## src/rtl/crw_pkg.sv

```systemverilog
// Package: shared outcome encoding, status codes and action type for the
// completion record writer. Assumes outcome codes 2 and 3 both mean error.
package crw_pkg;
    localparam logic [1:0] OC_OK    = 2'd0;
    localparam logic [1:0] OC_FAULT = 2'd1;

    localparam logic [7:0] ST_OK        = 8'h01;
    localparam logic [7:0] ST_FAULT     = 8'h03;
    localparam logic [7:0] ST_ERROR     = 8'h04;
    localparam logic [7:0] ST_BAD_FLAGS = 8'h05;
    localparam logic [7:0] ST_MISALIGN  = 8'h06;

    typedef enum logic [1:0] {
        ACT_NONE  = 2'd0,
        ACT_WRITE = 2'd1,
        ACT_SWERR = 2'd2
    } action_e;

    typedef struct packed {
        action_e    act;
        logic [7:0] code;
    } decision_t;
endpackage

```

## src/rtl/crw_decide.sv

```systemverilog
// Decision logic: maps flags, alignment and outcome to an action and a
// status code. Purely combinational; assumes inputs are valid when used.
module crw_decide
    import crw_pkg::*;
#(
    parameter int ALIGN_BITS = 5
) (
    input  logic                  req_rec,
    input  logic                  addr_ok,
    input  logic [ALIGN_BITS-1:0] addr_low,
    input  logic                  has_result,
    input  logic [1:0]            outcome,
    output decision_t             dec
);
    logic       misaligned;
    logic       bad_flags;
    logic       failed;
    logic [7:0] status;

    // Classify the completion into a status code.
    always_comb begin
        misaligned = addr_ok && (addr_low != '0);
        bad_flags  = has_result && !(req_rec && addr_ok);
        if (bad_flags)                status = ST_BAD_FLAGS;
        else if (outcome == OC_OK)    status = ST_OK;
        else if (outcome == OC_FAULT) status = ST_FAULT;
        else                          status = ST_ERROR;
        failed = (status != ST_OK);
    end

    // Choose between memory write, error report or nothing.
    always_comb begin
        dec.act  = ACT_NONE;
        dec.code = status;
        if (misaligned) begin
            dec.act  = ACT_SWERR;
            dec.code = ST_MISALIGN;
        end else if (addr_ok && (req_rec || failed)) begin
            dec.act = ACT_WRITE;
        end else if (!addr_ok && failed) begin
            dec.act = ACT_SWERR;
        end
    end
endmodule

```

## src/rtl/crw_pack.sv

```systemverilog
// Record assembly: builds the record image from status and completion data.
// Byte 0 lands in bits 7:0. Assumes REC_BYTES >= 16.
module crw_pack
    import crw_pkg::*;
#(
    parameter int ADDR_W    = 64,
    parameter int REC_BYTES = 32,
    localparam int DATA_W   = 8 * REC_BYTES
) (
    input  logic [7:0]        status,
    input  logic              has_result,
    input  logic [7:0]        result,
    input  logic [31:0]       bytes_done,
    input  logic [ADDR_W-1:0] fault_addr,
    output logic [DATA_W-1:0] image
);
    localparam int FA_LSB = 64;

    // Place each field and clear the rest.
    always_comb begin
        image        = '0;
        image[7:0]   = status;
        image[15:8]  = (status == ST_OK && has_result) ? result : 8'h00;
        image[63:32] = bytes_done;
        if (status == ST_FAULT)
            image[FA_LSB +: ADDR_W] = fault_addr;
    end
endmodule

```

## src/rtl/crw_out.sv

```systemverilog
// Output stage: holds a write request until accepted and issues one-cycle
// error reports. Assumes load is only asserted when no write is pending.
module crw_out
    import crw_pkg::*;
#(
    parameter int ADDR_W = 64,
    parameter int DATA_W = 256
) (
    input  logic              clk,
    input  logic              rst_n,
    input  logic              load,
    input  decision_t         dec,
    input  logic [ADDR_W-1:0] addr,
    input  logic [DATA_W-1:0] image,
    input  logic              wr_ready,
    output logic              wr_valid,
    output logic [ADDR_W-1:0] wr_addr,
    output logic [DATA_W-1:0] wr_data,
    output logic              swerr_valid,
    output logic [7:0]        swerr_code
);
    // Write request register: set on load, cleared on acceptance.
    always_ff @(posedge clk) begin
        if (!rst_n) begin
            wr_valid <= 1'b0;
            wr_addr  <= '0;
            wr_data  <= '0;
        end else if (load && dec.act == ACT_WRITE) begin
            wr_valid <= 1'b1;
            wr_addr  <= addr;
            wr_data  <= image;
        end else if (wr_valid && wr_ready) begin
            wr_valid <= 1'b0;
        end
    end

    // Error report pulse: one cycle per reported completion.
    always_ff @(posedge clk) begin
        if (!rst_n) begin
            swerr_valid <= 1'b0;
            swerr_code  <= 8'h00;
        end else begin
            swerr_valid <= load && dec.act == ACT_SWERR;
            if (load && dec.act == ACT_SWERR)
                swerr_code <= dec.code;
        end
    end
endmodule

```

## src/rtl/cmpl_rec_writer.sv

```systemverilog
// Top: accepts one completion per free cycle, decides, packs and issues the
// record write or error report. Ready is low while a write is pending.
module cmpl_rec_writer
    import crw_pkg::*;
#(
    parameter int ADDR_W    = 64,
    parameter int REC_BYTES = 32,
    localparam int ALIGN_BITS = $clog2(REC_BYTES),
    localparam int DATA_W     = 8 * REC_BYTES
) (
    input  logic              clk,
    input  logic              rst_n,
    input  logic              cmp_valid,
    output logic              cmp_ready,
    input  logic              cmp_req_rec,
    input  logic              cmp_addr_ok,
    input  logic [ADDR_W-1:0] cmp_addr,
    input  logic              cmp_has_result,
    input  logic [1:0]        cmp_outcome,
    input  logic [7:0]        cmp_result,
    input  logic [31:0]       cmp_bytes_done,
    input  logic [ADDR_W-1:0] cmp_fault_addr,
    output logic              wr_valid,
    input  logic              wr_ready,
    output logic [ADDR_W-1:0] wr_addr,
    output logic [DATA_W-1:0] wr_data,
    output logic              swerr_valid,
    output logic [7:0]        swerr_code
);
    decision_t         dec;
    logic [DATA_W-1:0] image;
    logic              load;

    // Back-pressure: take a completion only when no write is pending.
    always_comb begin
        cmp_ready = !wr_valid;
        load      = cmp_valid && cmp_ready;
    end

    crw_decide #(.ALIGN_BITS(ALIGN_BITS)) u_decide (
        .req_rec    (cmp_req_rec),
        .addr_ok    (cmp_addr_ok),
        .addr_low   (cmp_addr[ALIGN_BITS-1:0]),
        .has_result (cmp_has_result),
        .outcome    (cmp_outcome),
        .dec        (dec)
    );

    crw_pack #(.ADDR_W(ADDR_W), .REC_BYTES(REC_BYTES)) u_pack (
        .status     (dec.code),
        .has_result (cmp_has_result),
        .result     (cmp_result),
        .bytes_done (cmp_bytes_done),
        .fault_addr (cmp_fault_addr),
        .image      (image)
    );

    crw_out #(.ADDR_W(ADDR_W), .DATA_W(DATA_W)) u_out (
        .clk         (clk),
        .rst_n       (rst_n),
        .load        (load),
        .dec         (dec),
        .addr        (cmp_addr),
        .image       (image),
        .wr_ready    (wr_ready),
        .wr_valid    (wr_valid),
        .wr_addr     (wr_addr),
        .wr_data     (wr_data),
        .swerr_valid (swerr_valid),
        .swerr_code  (swerr_code)
    );
endmodule

```

## config.mk

```make
export PLATFORM = sky130hd
export DESIGN_NAME = cmpl_rec_writer
export DESIGN_NICKNAME = d
export VERILOG_FILES = /design/src/rtl/crw_pkg.sv /design/src/rtl/crw_decide.sv /design/src/rtl/crw_pack.sv /design/src/rtl/crw_out.sv /design/src/rtl/cmpl_rec_writer.sv
export SDC_FILE = /design/constraint.sdc
export NUM_CORES = 1
export LEC_CHECK = 0
export BUFFER_PORTS_ARGS = -buffer_cell sky130_fd_sc_hd__buf_2
export CAP_MARGIN = 20
export CORE_AREA = 2 2 200 202
export DETAILED_ROUTE_END_ITERATION = 10
export DIE_AREA = 0 0 202 204
export PLACE_DENSITY = 0.4
export SLEW_MARGIN = 20
export SYNTH_ARGS = -nofsm -noshare
export SYNTH_HDL_FRONTEND = slang
export SYNTH_SLANG_ARGS = --single-unit
```

## constraint.sdc

```tcl
create_clock -name clk -period 2.1 [get_ports clk]
set_input_delay 0.315 -clock clk [delete_from_list [all_inputs] [get_ports clk]]
set_output_delay 0.315 -clock clk [all_outputs]
set_load 0.02 [all_outputs]
```

==> results.sh <==
export IMPL_status="finished clean"
export IMPL_yosysSeqAreaShare_pct=49.09
export IMPL_tritoncts="built"
export IMPL_finalSetupTns_ns=0
export IMPL_synth_edff_count=0
export IMPL_final_cell_mix="buf_2 (352), dfxtp_1 (176), conb_1 (154)"
export IMPL_track_usage_pct=10.11
export IMPL_clk_latency_ns=0.45
export IMPL_grt_busiest_layer="met2"
export IMPL_drt_pass1_iterations=4
export IMPL_cts_inserted_buffers=17
export IMPL_end_kind="flip-flop"
export IMPL_ir_worst_vdd_v=0.0004886
export IMPL_grt_max_degree=76
export IMPL_syn_inst=777
export IMPL_clk_pin_slew_ns=0.07
export IMPL_cp_cell_sequence="and4bb_2 -> nand3_1 -> nor4b_2 -> buf_4 -> buf_12 -> a22o_1"
export IMPL_synth_compound_area_share_pct=16.13
export IMPL_worstPathRequired_ns=2.49
export IMPL_drt_vias_per_instance=3.697
export IMPL_ios=508
export IMPL_grt_use_met1_pct=11.48
export IMPL_yosys_area_share_adder_pct=0
export IMPL_met2_usage_pct=16.67
export IMPL_cts_hold_buf=0
export IMPL_synth_seq_cells=176
export IMPL_finalHoldViolations=0
export IMPL_reg2reg_slack_ns=0.31
export IMPL_drt_iter0_markers=253
export IMPL_fin_util_pct=24.49
export IMPL_vias=6122
export IMPL_use_met3_pct=3.858
export IMPL_max_freq_mhz=558.6
export IMPL_drc=0
export IMPL_finalPower_mw=7.267
export IMPL_dieArea_sq_mm=0.04121
export IMPL_drive_gt1_share_pct=37.22
export IMPL_grt_pass1_vias=5434
export IMPL_die_x_um=202
export IMPL_finalMaxSlewViolations=0
export IMPL_post_cts_buffers=0
export IMPL_root_buffer="clkbuf_16"
export IMPL_wl_mm=21.92
export IMPL_fp_coreArea_sq_mm=0.03918
export IMPL_synth_area_sq_mm=0.007177
export IMPL_avgSynthCellArea_sq_um=9.237
export IMPL_synth_top_family_by_area="buffers and inverters"
export IMPL_globalplace_congestion=0.7176
export IMPL_wl_per_cell_um=13.24
export IMPL_ys_async_sr_fraction_pct=0
export IMPL_worst_path_buf_inv=2
export IMPL_fin_cells=1656
export IMPL_power_density_mw_per_mm2=757.2
export IMPL_holdCritPathClass="in2reg"
export IMPL_fin_crit_sh_pct=85.25
export IMPL_post_cts_resized=0
export IMPL_dpl_cell_count=1624
export IMPL_hold_ws_ns=0.07035
export IMPL_fillers=4364
export IMPL_rsz0062_at_grt="no"
export IMPL_synthXorXnorAreaFrac_pct=0
export IMPL_max_cap_viol_count=0
export IMPL_std_cell_rows=73
export IMPL_numPortBuffers=353
export IMPL_ys_flop_type="dfxtp_1"
export IMPL_fin_crit_ns=1.790
export IMPL_place_hpwl_mm=16.55
export IMPL_p_leak_nw=4.756
export IMPL_crit_family="simple AND/OR/NAND/NOR gates"
export IMPL_yosys_warnings=0
export IMPL_skew_ns=0.006402
export IMPL_grt_overflow=0
export IMPL_htreeDepth=4
export IMPL_cts_sinks=176
export IMPL_grt_pass1_wl_mm=31.57
export IMPL_cp_slowest_stage_delay_ns=0.36
export IMPL_hp_start="cmp_fault_addr[43]"
export IMPL_slowest_stage="and4bb_2"
export IMPL_start_util_pct=18.32
export IMPL_fp_dieH_um=204
export IMPL_critPathMaxFanout=39
export IMPL_r2r_start="u_out.wr_valid"
export IMPL_crit_type="reg2reg"
export IMPL_crit_start="u_out.wr_valid"
export IMPL_yosys_area_share_simple_pct=13.76
export IMPL_clk_path_buf_depth=2
export IMPL_area_delta_synth_final_pct=33.72
export IMPL_synthMuxAreaShare_pct=0
export IMPL_crit_arrival_ns=2.19
export IMPL_setup_viol=0
export IMPL_ys_types=31
export IMPL_insertedDiodeCount=0
export IMPL_ant_nets=0
export IMPL_final_common_cell="buf_2"
export IMPL_worst_setup_path_start_kind="flip-flop"
export IMPL_grt_antenna_before_repair=2
export IMPL_final_nets=1295
-- metal layers --
| metal | vias up | wire [um] |
|---|---|---|
| met5 | - | 24 |
| met1 | 2729 | 9031 |
| met4 | 4 | 481 |
| li1 | 3046 | - |
| met3 | 23 | 2135 |
| met2 | 320 | 10250 |
-- Yosys cell counts, types with 3 or more instances --
cell      instances  area share [%]
buf_8             7             1.5
nand2_1          93             4.9
and3_1            5            0.44
buf_6             3            0.47
dfxtp_1         176              49
nand3_1          96             6.7
clkbuf_1         37             1.9
a22o_1           72             8.8
o21ai_0          97             6.8
buf_2            12            0.84
inv_1             3            0.16
buf_4           154              16
-- final timing paths --
check                        to  cells after the start
max          u_out.wr_data[123]                      6
min          u_out.wr_data[107]                      2
max reg2reg  u_out.wr_data[123]                      6
min reg2reg   u_out.wr_data[58]                      2
-- flip-flops by register name (all words and copies together), names as in the netlist --
register / flops
u_out.wr_data: 107
u_out.wr_addr: 64
u_out.swerr_code: 3
u_out.swerr_valid: 1
u_out.wr_valid: 1
-- through the flow --
step | instance area (sq um) | worst slack [ns]
2_1_floorplan | 7751 | 0.3046
4_1_cts | 9597 | 0.2443
6_report | 9597 | 0.3097
3_3_place_gp | 9000 | 0.07875
3_5_place_dp | 9000 | 0.05185
5_1_grt | 9597 | 0.1570
-- cell families (layout without fill, tap and decap cells) --
family	count (synthesis)	count (layout)
flops	176	176
other cells	1	154
simple gates	210	210
buf+inv	216	417
compound gates	174	174
-- where the power goes --
group | internal [mW] | switching (mW) | total [mW]
sequential | 3.35 | 0.00657 | 3.35
combinational | 0.183 | 0.458 | 0.640
clock | 1.70 | 1.57 | 3.27
-- layout make-up --
type	count	area, sq um	share of cell area (%)
clock buffers	17	425.4	4.433
clock inverters	15	171.4	1.786
inverters	3	11.26	0.1173
multi-input cells	538	2743	28.58
flip-flops and latches	176	3523	36.71
well taps	525	656.9	6.845
repair buffers	382	2066	21.53
-- worst reg2reg max path: stages (launching register included) --
cell	delay, ns
dfxtp_1	0.35
and4bb_2	0.36
nand3_1	0.13
nor4b_2	0.30
buf_4	0.20
buf_12	0.19
a22o_1	0.21
Note: power is estimated with default switching activity, not from simulation.
